File: src/rtl/coef_pkg.sv
package coef_pkg;

  // Address field width of the access word and coefficient layout.
  localparam int ADDR_W       = 7;
  localparam int DATA_W       = 8;
  localparam int N_CHAN       = 8;
  localparam int N_RANGE      = 3;
  localparam int BYTES_PER_CH = 4;
  localparam int RANGE_STRIDE = N_CHAN * BYTES_PER_CH;
  localparam int COEF_DEPTH   = N_RANGE * RANGE_STRIDE;

  // Status word bit positions.
  localparam int ST_DONE = 0;
  localparam int ST_BUSY = 1;
  localparam int ST_ERR  = 2;

  typedef enum logic [1:0] {
    SQ_IDLE  = 2'd0,
    SQ_READ  = 2'd1,
    SQ_WRITE = 2'd2
  } seq_st_e;

  typedef struct packed {
    logic              rd_nwr;
    logic [ADDR_W-1:0] addr;
    logic [DATA_W-1:0] data;
  } acc_req_t;

endpackage

File: src/rtl/coef_seq.sv
module coef_seq
  import coef_pkg::*;
#(
  parameter int RD_LAT  = 5,
  parameter int WR_LAT  = 10,
  parameter int WIN_LAT = 4
) (
  input  logic              clk_i,
  input  logic              rst_n,
  input  logic              soft_rst_i,
  input  logic              req_vld_i,
  input  acc_req_t          req_i,
  input  logic              key_ok_i,
  input  logic              addr_ok_i,
  input  logic              stat_rd_i,
  output logic              rd_start_o,
  output logic              rd_fin_o,
  output logic              wr_start_o,
  output logic              wr_fin_o,
  output logic              drop_o,
  output logic [ADDR_W-1:0] op_addr_o,
  output logic [DATA_W-1:0] op_data_o
);

  localparam int OP_MAX = (RD_LAT > WR_LAT) ? RD_LAT : WR_LAT;
  localparam int CW     = (OP_MAX  < 2) ? 1 : $clog2(OP_MAX);
  localparam int WW     = (WIN_LAT < 2) ? 1 : $clog2(WIN_LAT);

  seq_st_e           st_q, st_d;
  logic [CW-1:0]     cnt_q, cnt_d;
  logic              win_q, win_d;
  logic [WW-1:0]     wcnt_q, wcnt_d;
  logic [ADDR_W-1:0] addr_q, addr_d;
  logic [DATA_W-1:0] data_q, data_d;
  logic              blocked;
  logic              accept;

  assign blocked    = (st_q != SQ_IDLE) || win_q;
  assign accept     = req_vld_i && !blocked;
  assign drop_o     = req_vld_i && blocked;
  assign rd_start_o = accept && req_i.rd_nwr;
  assign wr_start_o = accept && !req_i.rd_nwr && key_ok_i && addr_ok_i;
  assign rd_fin_o   = (st_q == SQ_READ)  && (cnt_q == '0);
  assign wr_fin_o   = (st_q == SQ_WRITE) && (cnt_q == '0);
  assign op_addr_o  = addr_q;
  assign op_data_o  = data_q;

  // Operation sequencer next state
  always_comb begin
    st_d   = st_q;
    cnt_d  = cnt_q;
    addr_d = addr_q;
    data_d = data_q;
    if (soft_rst_i) begin
      st_d  = SQ_IDLE;
      cnt_d = '0;
    end else begin
      unique case (st_q)
        SQ_IDLE: begin
          if (rd_start_o) begin
            st_d   = SQ_READ;
            cnt_d  = CW'(RD_LAT - 1);
            addr_d = req_i.addr;
          end else if (wr_start_o) begin
            st_d   = SQ_WRITE;
            cnt_d  = CW'(WR_LAT - 1);
            addr_d = req_i.addr;
            data_d = req_i.data;
          end
        end
        SQ_READ, SQ_WRITE: begin
          if (cnt_q == '0) st_d = SQ_IDLE;
          else             cnt_d = cnt_q - 1'b1;
        end
        default: st_d = SQ_IDLE;
      endcase
    end
  end

  // Access window next state
  always_comb begin
    win_d  = win_q;
    wcnt_d = wcnt_q;
    if (soft_rst_i) begin
      win_d  = 1'b0;
      wcnt_d = '0;
    end else if (stat_rd_i) begin
      win_d  = 1'b1;
      wcnt_d = WW'(WIN_LAT - 1);
    end else if (win_q) begin
      if (wcnt_q == '0) win_d = 1'b0;
      else              wcnt_d = wcnt_q - 1'b1;
    end
  end

  always_ff @(posedge clk_i or negedge rst_n) begin
    if (!rst_n) begin
      st_q   <= SQ_IDLE;
      cnt_q  <= '0;
      win_q  <= 1'b0;
      wcnt_q <= '0;
      addr_q <= '0;
      data_q <= '0;
    end else begin
      st_q   <= st_d;
      cnt_q  <= cnt_d;
      win_q  <= win_d;
      wcnt_q <= wcnt_d;
      addr_q <= addr_d;
      data_q <= data_d;
    end
  end

endmodule

File: src/rtl/coef_store.sv
module coef_store
  import coef_pkg::*;
#(
  parameter int DEPTH = COEF_DEPTH
) (
  input  logic              clk_i,
  input  logic              we_i,
  input  logic [ADDR_W-1:0] addr_i,
  input  logic [DATA_W-1:0] wdata_i,
  output logic [DATA_W-1:0] rdata_o
);

  logic [DATA_W-1:0] mem [DEPTH];
  logic              in_rng;

  assign in_rng  = ({1'b0, addr_i} < (ADDR_W+1)'(DEPTH));
  assign rdata_o = in_rng ? mem[addr_i] : {DATA_W{1'b1}};

  // Non-volatile contents: no reset.
  always_ff @(posedge clk_i) begin
    if (we_i && in_rng) mem[addr_i] <= wdata_i;
  end

endmodule

File: src/rtl/coef_stat.sv
module coef_stat
  import coef_pkg::*;
(
  input  logic              clk_i,
  input  logic              rst_n,
  input  logic              soft_rst_i,
  input  logic              rd_start_i,
  input  logic              rd_fin_i,
  input  logic [DATA_W-1:0] rd_byte_i,
  input  logic              wr_start_i,
  input  logic              wr_fin_i,
  input  logic              drop_i,
  output logic [15:0]       stat_o
);

  logic [DATA_W-1:0] byte_q, byte_d;
  logic              done_q, done_d;
  logic              busy_q, busy_d;
  logic              err_q,  err_d;

  always_comb begin
    byte_d = byte_q;
    done_d = done_q;
    busy_d = busy_q;
    err_d  = err_q;
    if (soft_rst_i) begin
      byte_d = '0;
      done_d = 1'b0;
      busy_d = 1'b0;
      err_d  = 1'b0;
    end else begin
      if (rd_start_i) done_d = 1'b0;
      if (rd_fin_i) begin
        done_d = 1'b1;
        byte_d = rd_byte_i;
      end
      if (wr_start_i) busy_d = 1'b1;
      if (wr_fin_i)   busy_d = 1'b0;
      if (drop_i)     err_d  = 1'b1;
    end
  end

  always_ff @(posedge clk_i or negedge rst_n) begin
    if (!rst_n) begin
      byte_q <= '0;
      done_q <= 1'b0;
      busy_q <= 1'b0;
      err_q  <= 1'b0;
    end else begin
      byte_q <= byte_d;
      done_q <= done_d;
      busy_q <= busy_d;
      err_q  <= err_d;
    end
  end

  always_comb begin
    stat_o          = '0;
    stat_o[15:8]    = byte_q;
    stat_o[ST_DONE] = done_q;
    stat_o[ST_BUSY] = busy_q;
    stat_o[ST_ERR]  = err_q;
  end

endmodule

File: src/rtl/coef_mem_ctrl.sv
module coef_mem_ctrl
  import coef_pkg::*;
#(
  parameter int          RD_LAT  = 5,
  parameter int          WR_LAT  = 10,
  parameter int          WIN_LAT = 4,
  parameter int          DEPTH   = COEF_DEPTH,
  parameter logic [15:0] WR_KEY  = 16'hC0DE
) (
  input  logic        clk_i,
  input  logic        rst_ni,
  input  logic        soft_rst_i,
  input  logic        acc_wr_i,
  input  logic [15:0] acc_wdata_i,
  output logic [15:0] acc_rdata_o,
  input  logic        key_wr_i,
  input  logic [15:0] key_wdata_i,
  input  logic        stat_rd_i,
  output logic [15:0] stat_rdata_o
);

  logic [1:0]        rst_sync_q;
  logic              rst_n;
  logic [15:0]       acc_q;
  logic [15:0]       key_q, key_d;
  logic              key_ok;
  logic              addr_ok;
  acc_req_t          req;
  logic              rd_start, rd_fin, wr_start, wr_fin, drop;
  logic              mem_we;
  logic [ADDR_W-1:0] op_addr;
  logic [DATA_W-1:0] op_data;
  logic [DATA_W-1:0] rd_byte;

  // Reset: asserted asynchronously, released on the clock.
  always_ff @(posedge clk_i or negedge rst_ni) begin
    if (!rst_ni) rst_sync_q <= 2'b00;
    else         rst_sync_q <= {rst_sync_q[0], 1'b1};
  end
  assign rst_n = rst_sync_q[1];

  // Access register: untouched by any reset.
  always_ff @(posedge clk_i) begin
    if (acc_wr_i) acc_q <= acc_wdata_i;
  end
  assign acc_rdata_o = acc_q;

  // Key register
  always_comb begin
    key_d = key_q;
    if (soft_rst_i)    key_d = '0;
    else if (key_wr_i) key_d = key_wdata_i;
  end

  always_ff @(posedge clk_i or negedge rst_n) begin
    if (!rst_n) key_q <= '0;
    else        key_q <= key_d;
  end

  assign key_ok  = (key_q == WR_KEY);
  assign req     = acc_req_t'(acc_wdata_i);
  assign addr_ok = ({1'b0, req.addr} < (ADDR_W+1)'(DEPTH));
  assign mem_we  = wr_fin && !soft_rst_i;

  coef_seq #(
    .RD_LAT  (RD_LAT),
    .WR_LAT  (WR_LAT),
    .WIN_LAT (WIN_LAT)
  ) u_seq (
    .clk_i      (clk_i),
    .rst_n      (rst_n),
    .soft_rst_i (soft_rst_i),
    .req_vld_i  (acc_wr_i),
    .req_i      (req),
    .key_ok_i   (key_ok),
    .addr_ok_i  (addr_ok),
    .stat_rd_i  (stat_rd_i),
    .rd_start_o (rd_start),
    .rd_fin_o   (rd_fin),
    .wr_start_o (wr_start),
    .wr_fin_o   (wr_fin),
    .drop_o     (drop),
    .op_addr_o  (op_addr),
    .op_data_o  (op_data)
  );

  coef_store #(
    .DEPTH (DEPTH)
  ) u_store (
    .clk_i   (clk_i),
    .we_i    (mem_we),
    .addr_i  (op_addr),
    .wdata_i (op_data),
    .rdata_o (rd_byte)
  );

  coef_stat u_stat (
    .clk_i      (clk_i),
    .rst_n      (rst_n),
    .soft_rst_i (soft_rst_i),
    .rd_start_i (rd_start),
    .rd_fin_i   (rd_fin),
    .rd_byte_i  (rd_byte),
    .wr_start_i (wr_start),
    .wr_fin_i   (wr_fin),
    .drop_i     (drop),
    .stat_o     (stat_rdata_o)
  );

endmodule

File: config.mk
export PLATFORM = sky130hd
export DESIGN_NAME = coef_mem_ctrl
export DESIGN_NICKNAME = d
export VERILOG_FILES = /design/src/rtl/coef_pkg.sv /design/src/rtl/coef_seq.sv /design/src/rtl/coef_store.sv /design/src/rtl/coef_stat.sv /design/src/rtl/coef_mem_ctrl.sv
export SDC_FILE = /design/constraint.sdc
export NUM_CORES = 1
export LEC_CHECK = 0
export BUFFER_PORTS_ARGS = -buffer_cell sky130_fd_sc_hd__buf_4
export CORE_UTILIZATION = 47
export CTS_BUF_LIST = sky130_fd_sc_hd__clkbuf_4
export CTS_CLUSTER_DIAMETER = 60
export DETAILED_ROUTE_END_ITERATION = 12
export MAX_ROUTING_LAYER = met4
export PLACE_DENSITY_LB_ADDON = 0.15
export SYNTH_ARGS = -nofsm -noshare
export SYNTH_HDL_FRONTEND = slang
export SYNTH_SLANG_ARGS = --single-unit
File: constraint.sdc
create_clock -name clk_i -period 1.5 [get_ports clk_i]
set_input_delay 0.225 -clock clk_i [delete_from_list [all_inputs] [get_ports clk_i]]
set_output_delay 0.225 -clock clk_i [all_outputs]
set_load 0.03 [all_outputs]
==> results.sh, run 1 <==
export IMPL_grt_pass1_vias=19600
export IMPL_timing_rr_start="u_seq.op_addr_o[0]$_DFFE_PN0P_"
export IMPL_dp_hpwl_mm=52.9
export IMPL_num_vias=18600
export IMPL_grt_use_met2_pct=40.1
export IMPL_p_per_area_nw_per_um2=1270
export IMPL_area_delta_synth_final_pct=30.6
export IMPL_placed_cells=2867
export IMPL_path_clk_slew_ns=0.07
export IMPL_clock_root_buffer="clkbuf_4"
export IMPL_ys_seq_elements=837
export IMPL_synth_warnings=0
export IMPL_setup_slack_ns=-1.20
export IMPL_insertion_delay_ns=1.05
export IMPL_die_width_um=267
export IMPL_cts_sinks=837
export IMPL_leakage_nw=16.8
export IMPL_io_buffers=64
export IMPL_ctsLongestPathBuffers=3
export IMPL_rrSetupSlack_ns=-1.20
export IMPL_grt_max_degree=98
export IMPL_worstPathCellList="buf_12 > buf_12 > mux4_2 > mux4_2 > nand2_1 > nand4_1 > a32o_1"
export IMPL_synth_flop_cell="edfxtp_1"
export IMPL_synthArstFlopShare_pct=6.33
export IMPL_post_synth_top_area_fraction_pct=71.5
export IMPL_wl_per_cell_um=25.0
export IMPL_period_minus_slack_ns=2.70
export IMPL_drt_iter0_markers=1464
export IMPL_drive_gt1_share_pct=43.1
export IMPL_slowest_delay_ns=0.56
export IMPL_antenna_found_initial=2
export IMPL_slew_violations=0
export IMPL_grt_first_pass_wirelength_mm=125
export IMPL_antenna_left=0
export IMPL_syn_inst=1697
export IMPL_fp_dieH_um=267
export IMPL_initial_core_util_pct=47.8
export IMPL_rsz0062_at_grt="true"
export IMPL_syn_avg_cell_area_um2=19.4
export IMPL_r2r_end="u_stat.byte_q[0]$_DFFE_PN0P_"
export IMPL_worstSetupStartpoint="u_seq.op_addr_o[0]$_DFFE_PN0P_"
export IMPL_finalHoldViolations=0
export IMPL_nNetsFinal=2328
export IMPL_grt_overflow_total=0
export IMPL_synth_area_um2=32900
export IMPL_h_tree_depth=4
export IMPL_arrival_ns=3.63
export IMPL_worst_setup_path_end_kind="flip-flop"
export IMPL_max_vdd_ir_drop_mv=0.732
export IMPL_final_area_um2=43000
export IMPL_place_ws_ns=-1.50
export IMPL_wl_mm=84.9
export IMPL_endpoint="u_stat.byte_q[0]$_DFFE_PN0P_"
export IMPL_hold_class="input port to flip-flop"
export IMPL_synth_edff_count=784
export IMPL_crit_cells=7
export IMPL_detail_route_vias_per_cell=5.47
export IMPL_drc=0
export IMPL_start_kind="flip-flop"
export IMPL_fp_coreArea_um2=68900
export IMPL_cts_tree="done"
export IMPL_crit_slowest_cell="mux4_2"
export IMPL_fin_crit_sh_pct=180
export IMPL_critPathTopFamily="multiplexers"
export IMPL_synthTopCellsByArea="edfxtp_1 (71%), mux4_2 (9.0%), mux2i_1 (4.9%)"
export IMPL_grt_use_met3_pct=6.16
export IMPL_rows=96
export IMPL_nFillCells=4997
export IMPL_ios=70
export IMPL_use_met1_pct=31.9
export IMPL_setup_violations=825
export IMPL_place_congestion=0.906
export IMPL_yosysTopAreaCell="edfxtp_1"
export IMPL_drv_cap=0
export IMPL_ys_seq_area_share_pct=75.5
export IMPL_tightestPinTransition_ns=0.659
export IMPL_crit_type="flip-flop to flip-flop"
export IMPL_place_area_um2=38300
export IMPL_die_area_um2=71200
export IMPL_cp_num_buf_inv=2
export IMPL_fmax_mhz=371
export IMPL_synth_cell_types=49
export IMPL_final_cell_count_no_fill=3397
export IMPL_cts_inserted_buffers=209
export IMPL_outcome="complete, but fails checks"
export IMPL_critPathMaxFanout=6
export IMPL_maxSlewHeadroom_pct=54.8
export IMPL_finClkSkew_ns=0.0789
export IMPL_r2r_cells=7
export IMPL_violations="setup timing"
export IMPL_grt_busiest_layer="met2"
export IMPL_firstDrtPassIters=5
export IMPL_required_ns=2.43
export IMPL_grt_usage_pct=25.3
export IMPL_setup_tns_ns=-611.75
cells in the mapped netlist (13+ instances only):
library cell / number
edfxtp_1: 784
mux2i_1: 160
nor2_1: 153
mux4_2: 132
nand2_1: 55
dfrtp_1: 53
a22oi_1: 39
buf_4: 32
mux2_2: 30
clkbuf_1: 29
a2111oi_0: 23
buf_2: 18
nand4_1: 17
o22ai_1: 17
nor2b_1: 14
inv_1: 13
registers in the layout, indices dropped and copies added (netlist names), 2 cells and up:
register	cells
u_store.mem	768
acc_rdata_o	16
key_q	16
u_seq.op_data_o	8
u_stat.byte_q	8
u_seq.op_addr_o	7
u_seq.cnt_q	4
rst_sync_q	2
u_seq.st_q	2
u_seq.wcnt_q	2
worst min-delay path, cell delays in order:
cell	delay (ns)
dlygate4sd3_1	0.54
buf_4	0.12
nand2_2	0.05
o21ai_2	0.05
buf_6	0.12
how the worst min path moves through the flow:
| stage | cells past startpoint | endpoint | startpoint | slack (ns) |
|---|---|---|---|---|
| floorplan | 0 | rst_sync_q[0]$_DFF_PN0_ | rst_ni | -0.07 |
| global placement | 1 | rst_sync_q[0]$_DFF_PN0_ | rst_ni | 0.008 |
| detailed placement | 1 | rst_sync_q[0]$_DFF_PN0_ | rst_ni | 0.01 |
| CTS | 4 | key_q[11]$_DFFE_PN0P_ | key_wr_i | 0.05 |
| global route | 5 | u_seq.op_addr_o[0]$_DFFE_PN0P_ | acc_wdata_i[8] | 0.05 |
| finish | 5 | u_seq.op_addr_o[0]$_DFFE_PN0P_ | acc_wdata_i[8] | 0.12 |
repair_timing:
action	CTS	global route
hold endpoints to repair	126	0
setup buffers	35	13
pin swaps	53	21
setup endpoints to repair	825	826
hold buffers	87	0
cloned	3	1
gates resized for setup	80	31
placed cells by master, fill, tap and decap left out, types with 11 or more instances in the layout:
cell	instances
a22oi_1	36
buf_12	117
buf_4	242
buf_6	13
clkbuf_4	303
clkinv_1	60
dfrtp_1	40
dfrtp_4	11
dlygate4sd3_1	87
edfxtp_1	784
mux2_2	21
mux2i_1	154
mux4_2	136
nand2_1	38
nand4_1	17
nor2_1	52
nor2_4	99
nor2b_1	11
o22ai_1	17
logic make-up (layout without fill, tap and decap cells):
family          count (synthesis)  count (layout)  share of synthesized area [%]
buf+inv                       111             870                           2.01
compound gates                134             134                           3.03
fa+ha+maj                       5               5                          0.190
simple gates                  277             277                           3.68
mux                           330             330                           15.5
xor+xnor                        1               1                         0.0266
other cells                     2              12                         0.0228
flops                         837             837                           75.5
stage by stage:
step | hold WS, ns | total power, mW | utilization (%)
2_1_floorplan | -0.0706 | 31.1 | -
5_1_grt | 0.0485 | 56.7 | 62.4
6_report | 0.118 | 54.6 | 62.4
3_3_place_gp | 0.00827 | 34.7 | 55.5
4_1_cts | 0.0537 | 54.7 | 61.9
3_5_place_dp | 0.0101 | 34.8 | 55.5
metal layers:
layer / vias up / share of wire [%] / wire length [um]
li1: 8240 / - / -
met1: 9521 / 41 / 35100
met2: 683 / 50 / 42200
met3: 144 / 6.5 / 5490
met4: 0 / 2.5 / 2130
met5: - / 0 / 0
report_power, final:
| group | switching, mW | total (mW) | internal (mW) | leakage [nW] |
|---|---|---|---|---|
| Sequential | 0.232 | 25.6 | 25.3 | 9.77 |
| Combinational | 5.21 | 9.90 | 4.69 | 5.41 |
| Clock | 9.08 | 19.1 | 10.0 | 1.61 |
cell type report:
type | count | area, um2 | share of cell area (%)
Sequential cell | 837 | 24900 | 57.9
Multi-Input combinational cell | 753 | 8670 | 20.2
Timing Repair Buffer | 471 | 5460 | 12.7
Clock buffer | 303 | 2270 | 5.29
Tap cell | 931 | 1160 | 2.71
Clock inverter | 83 | 459 | 1.07
Inverter | 13 | 52.6 | 0.122
Antenna cell | 6 | 15.0 | 0.0349
No activity file was read; power rests on OpenSTA's default activity.
==> run 2: changes to the inputs <==
Settings changed: CORE_UTILIZATION 47 to 54, TNS_END_PERCENT set to 20.
==> run 2 against run 1 <==
  * The flow still finishes with violations (setup timing)
  * Worst hold slack improved by 0.014 ns
  * Via count increased by 1.3%
  * Sequential share of layout area increased by 0.86 points
  * Register-to-register slack improved by 0.10 ns
  * Flip-flop and latch count unchanged
  * Setup slack improved by 0.10 ns
  * Combinational power decreased by 3.7%
  * Cell area decreased by 1.5%
  * Critical endpoint is now u_stat.byte_q[1]$_DFFE_PN0P_
  * Largest power group unchanged
==> results.sh, run 2 (same netlist as run 1, synthesis figures left out) <==
export IMPL_outcome="complete, but fails checks"
export IMPL_violations="setup timing"
export IMPL_grt_first_pass_wirelength_mm=123
export IMPL_wl_mm=82.2
export IMPL_io_buffers=64
export IMPL_maxSlewHeadroom_pct=63.2
export IMPL_setup_tns_ns=-583.25
export IMPL_power_frac_comb_pct=17.6
export IMPL_detail_route_vias_per_cell=5.89
export IMPL_ios=70
export IMPL_antenna_found_initial=3
export IMPL_seqPwrFrac_pct=47.2
export IMPL_slew_violations=0
export IMPL_fin_crit_sh_pct=173
export IMPL_final_area_um2=42400
export IMPL_largest_reg_flops=768
export IMPL_clkPwrFrac_pct=35.2
export IMPL_grt_usage_pct=28.0
export IMPL_max_vdd_ir_drop_mv=0.835
export IMPL_rrSetupSlack_ns=-1.10
export IMPL_antenna_left=0
export IMPL_grt_overflow_total=0
export IMPL_insertion_delay_ns=1.05
export IMPL_fp_coreArea_um2=60400
export IMPL_tightestPinTransition_ns=0.550
export IMPL_nNetsFinal=2293
export IMPL_intPower_mw=39.8
export IMPL_mostFrequentLayoutCell="edfxtp_1"
export IMPL_p_sw_share_pct=26.5
export IMPL_place_area_um2=37400
export IMPL_die_width_um=249
export IMPL_grt_pass1_vias=19600
export IMPL_layout_common_cells="edfxtp_1 (784), clkbuf_4 (315), buf_4 (230)"
export IMPL_path_clk_slew_ns=0.08
export IMPL_grt_busiest_layer="met2"
export IMPL_start_kind="flip-flop"
export IMPL_crit_top_cell="buf_12"
export IMPL_hold_class="input port to flip-flop"
export IMPL_ctsLongestPathBuffers=3
export IMPL_required_ns=2.47
export IMPL_area_delta_synth_final_pct=28.7
export IMPL_rsz0062_at_grt="true"
export IMPL_fmax_mhz=385
export IMPL_num_vias=18800
export IMPL_leakage_nw=16.6
export IMPL_clock_root_buffer="clkbuf_4"
export IMPL_crit_type="flip-flop to flip-flop"
export IMPL_critPathMaxFanout=21
export IMPL_dp_hpwl_mm=49.5
export IMPL_top_register="u_store.mem"
export IMPL_arrival_ns=3.56
export IMPL_wl_per_cell_um=25.7
export IMPL_grt_max_degree=98
export IMPL_place_congestion=0.919
export IMPL_drv_cap=0
export IMPL_cts_sinks=837
export IMPL_drt_iter0_markers=1668
export IMPL_use_met1_pct=37.7
export IMPL_finalCoreUtilization_pct=70.2
export IMPL_die_area_um2=62000
export IMPL_grt_use_met3_pct=6.74
export IMPL_period_minus_slack_ns=2.60
export IMPL_setup_violations=825
export IMPL_rows=90
export IMPL_switchingPower_mw=14.4
export IMPL_worstPathCellList="buf_12 > buf_12 > buf_12 > mux2i_1 > a22oi_1 > a31oi_4 > o21ai_0 > a32o_1"
export IMPL_drc=0
export IMPL_finalHoldViolations=0
export IMPL_initial_core_util_pct=54.6
export IMPL_cts_inserted_buffers=205
export IMPL_fp_dieH_um=249
export IMPL_grt_use_met2_pct=42.9
export IMPL_crit_slowest_cell="dfrtp_4"
export IMPL_p_per_area_nw_per_um2=1280
export IMPL_worst_setup_path_end_kind="flip-flop"
export IMPL_setup_slack_ns=-1.10
export IMPL_slowest_delay_ns=0.57
export IMPL_h_tree_depth=4
export IMPL_firstDrtPassIters=5
export IMPL_finClkSkew_ns=0.0746
export IMPL_cts_tree="done"
export IMPL_drive_gt1_share_pct=43.4
## run 2: layout make-up
type                       instances  area [um2]
multi-input combinational        753        8740
sequential                       837       24900
antenna                            2        5.00
clock inverter                    52         328
timing repair buffer             440        5000
fill                            3797       18000
tap                              782         978
clock buffer                     315        2360
inverter                          13        52.6
## run 2: critical path, delay by kind of cell (launching register included)
family,cells,cell delay (ns)
mux,1,0.16
flops,1,0.57
buf+inv,3,0.50
compound gates,4,1.25
## run 2: stage by stage
stage / worst slack (ns) / cells / total power [mW] / hold WS (ns)
4_1_cts: -1.11 / 3176 / 54.2 / 0.00362
3_5_place_dp: -1.51 / 2674 / 34.2 / 0.00862
3_3_place_gp: -1.59 / 2674 / 34.2 / 0.00657
2_1_floorplan: -0.663 / 1701 / 31.1 / -0.0706
5_1_grt: -1.18 / 3194 / 56.2 / 0.0552
6_report: -1.10 / 3194 / 54.2 / 0.132
## run 2: final timing paths
| path | start | end | cells after the start |
|---|---|---|---|
| worst min register to register | rst_sync_q[1]$_DFF_PN0_ | key_q[6]$_DFFE_PN0P_ | 1 |
| min in group asynchronous | rst_sync_q[1]$_DFF_PN0_ | key_q[6]$_DFFE_PN0P_ | 1 |
| max in group asynchronous | rst_ni | rst_sync_q[0]$_DFF_PN0_ | 4 |
| worst max-delay path | u_seq.op_addr_o[2]$_DFFE_PN0P_ | u_stat.byte_q[1]$_DFFE_PN0P_ | 8 |
| worst min-delay path | acc_wr_i | acc_rdata_o[13]$_DFFE_PP_ | 3 |
| worst max register to register | u_seq.op_addr_o[2]$_DFFE_PN0P_ | u_stat.byte_q[1]$_DFFE_PN0P_ | 8 |
## run 2: timing repair
item | 4_1_cts | 5_1_grt
gates cloned | 4 | 0
endpoints found under the hold margin | 87 | 0
hold buffers | 89 | 0
gates resized for setup | 86 | 41
setup buffers | 42 | 16
pin swaps | 41 | 19
setup endpoints to repair | 825 | 825
## run 2: power groups by stage
stage / logic [mW] / registers [mW] / clock network [mW]
after detailed placement: 8.11 / 26.1 / 0
after floorplan: 5.10 / 26.0 / 0
after global routing: 9.97 / 25.6 / 20.7
final: 9.53 / 25.6 / 19.1
after CTS: 9.21 / 25.6 / 19.4
after global placement: 8.06 / 26.1 / 0
## run 2: metal layers
layer	vias up	part of all wire, %
met5	-	0
met4	0	1.7
met3	117	7.5
met2	812	49
met1	9760	42
li1	8135	-
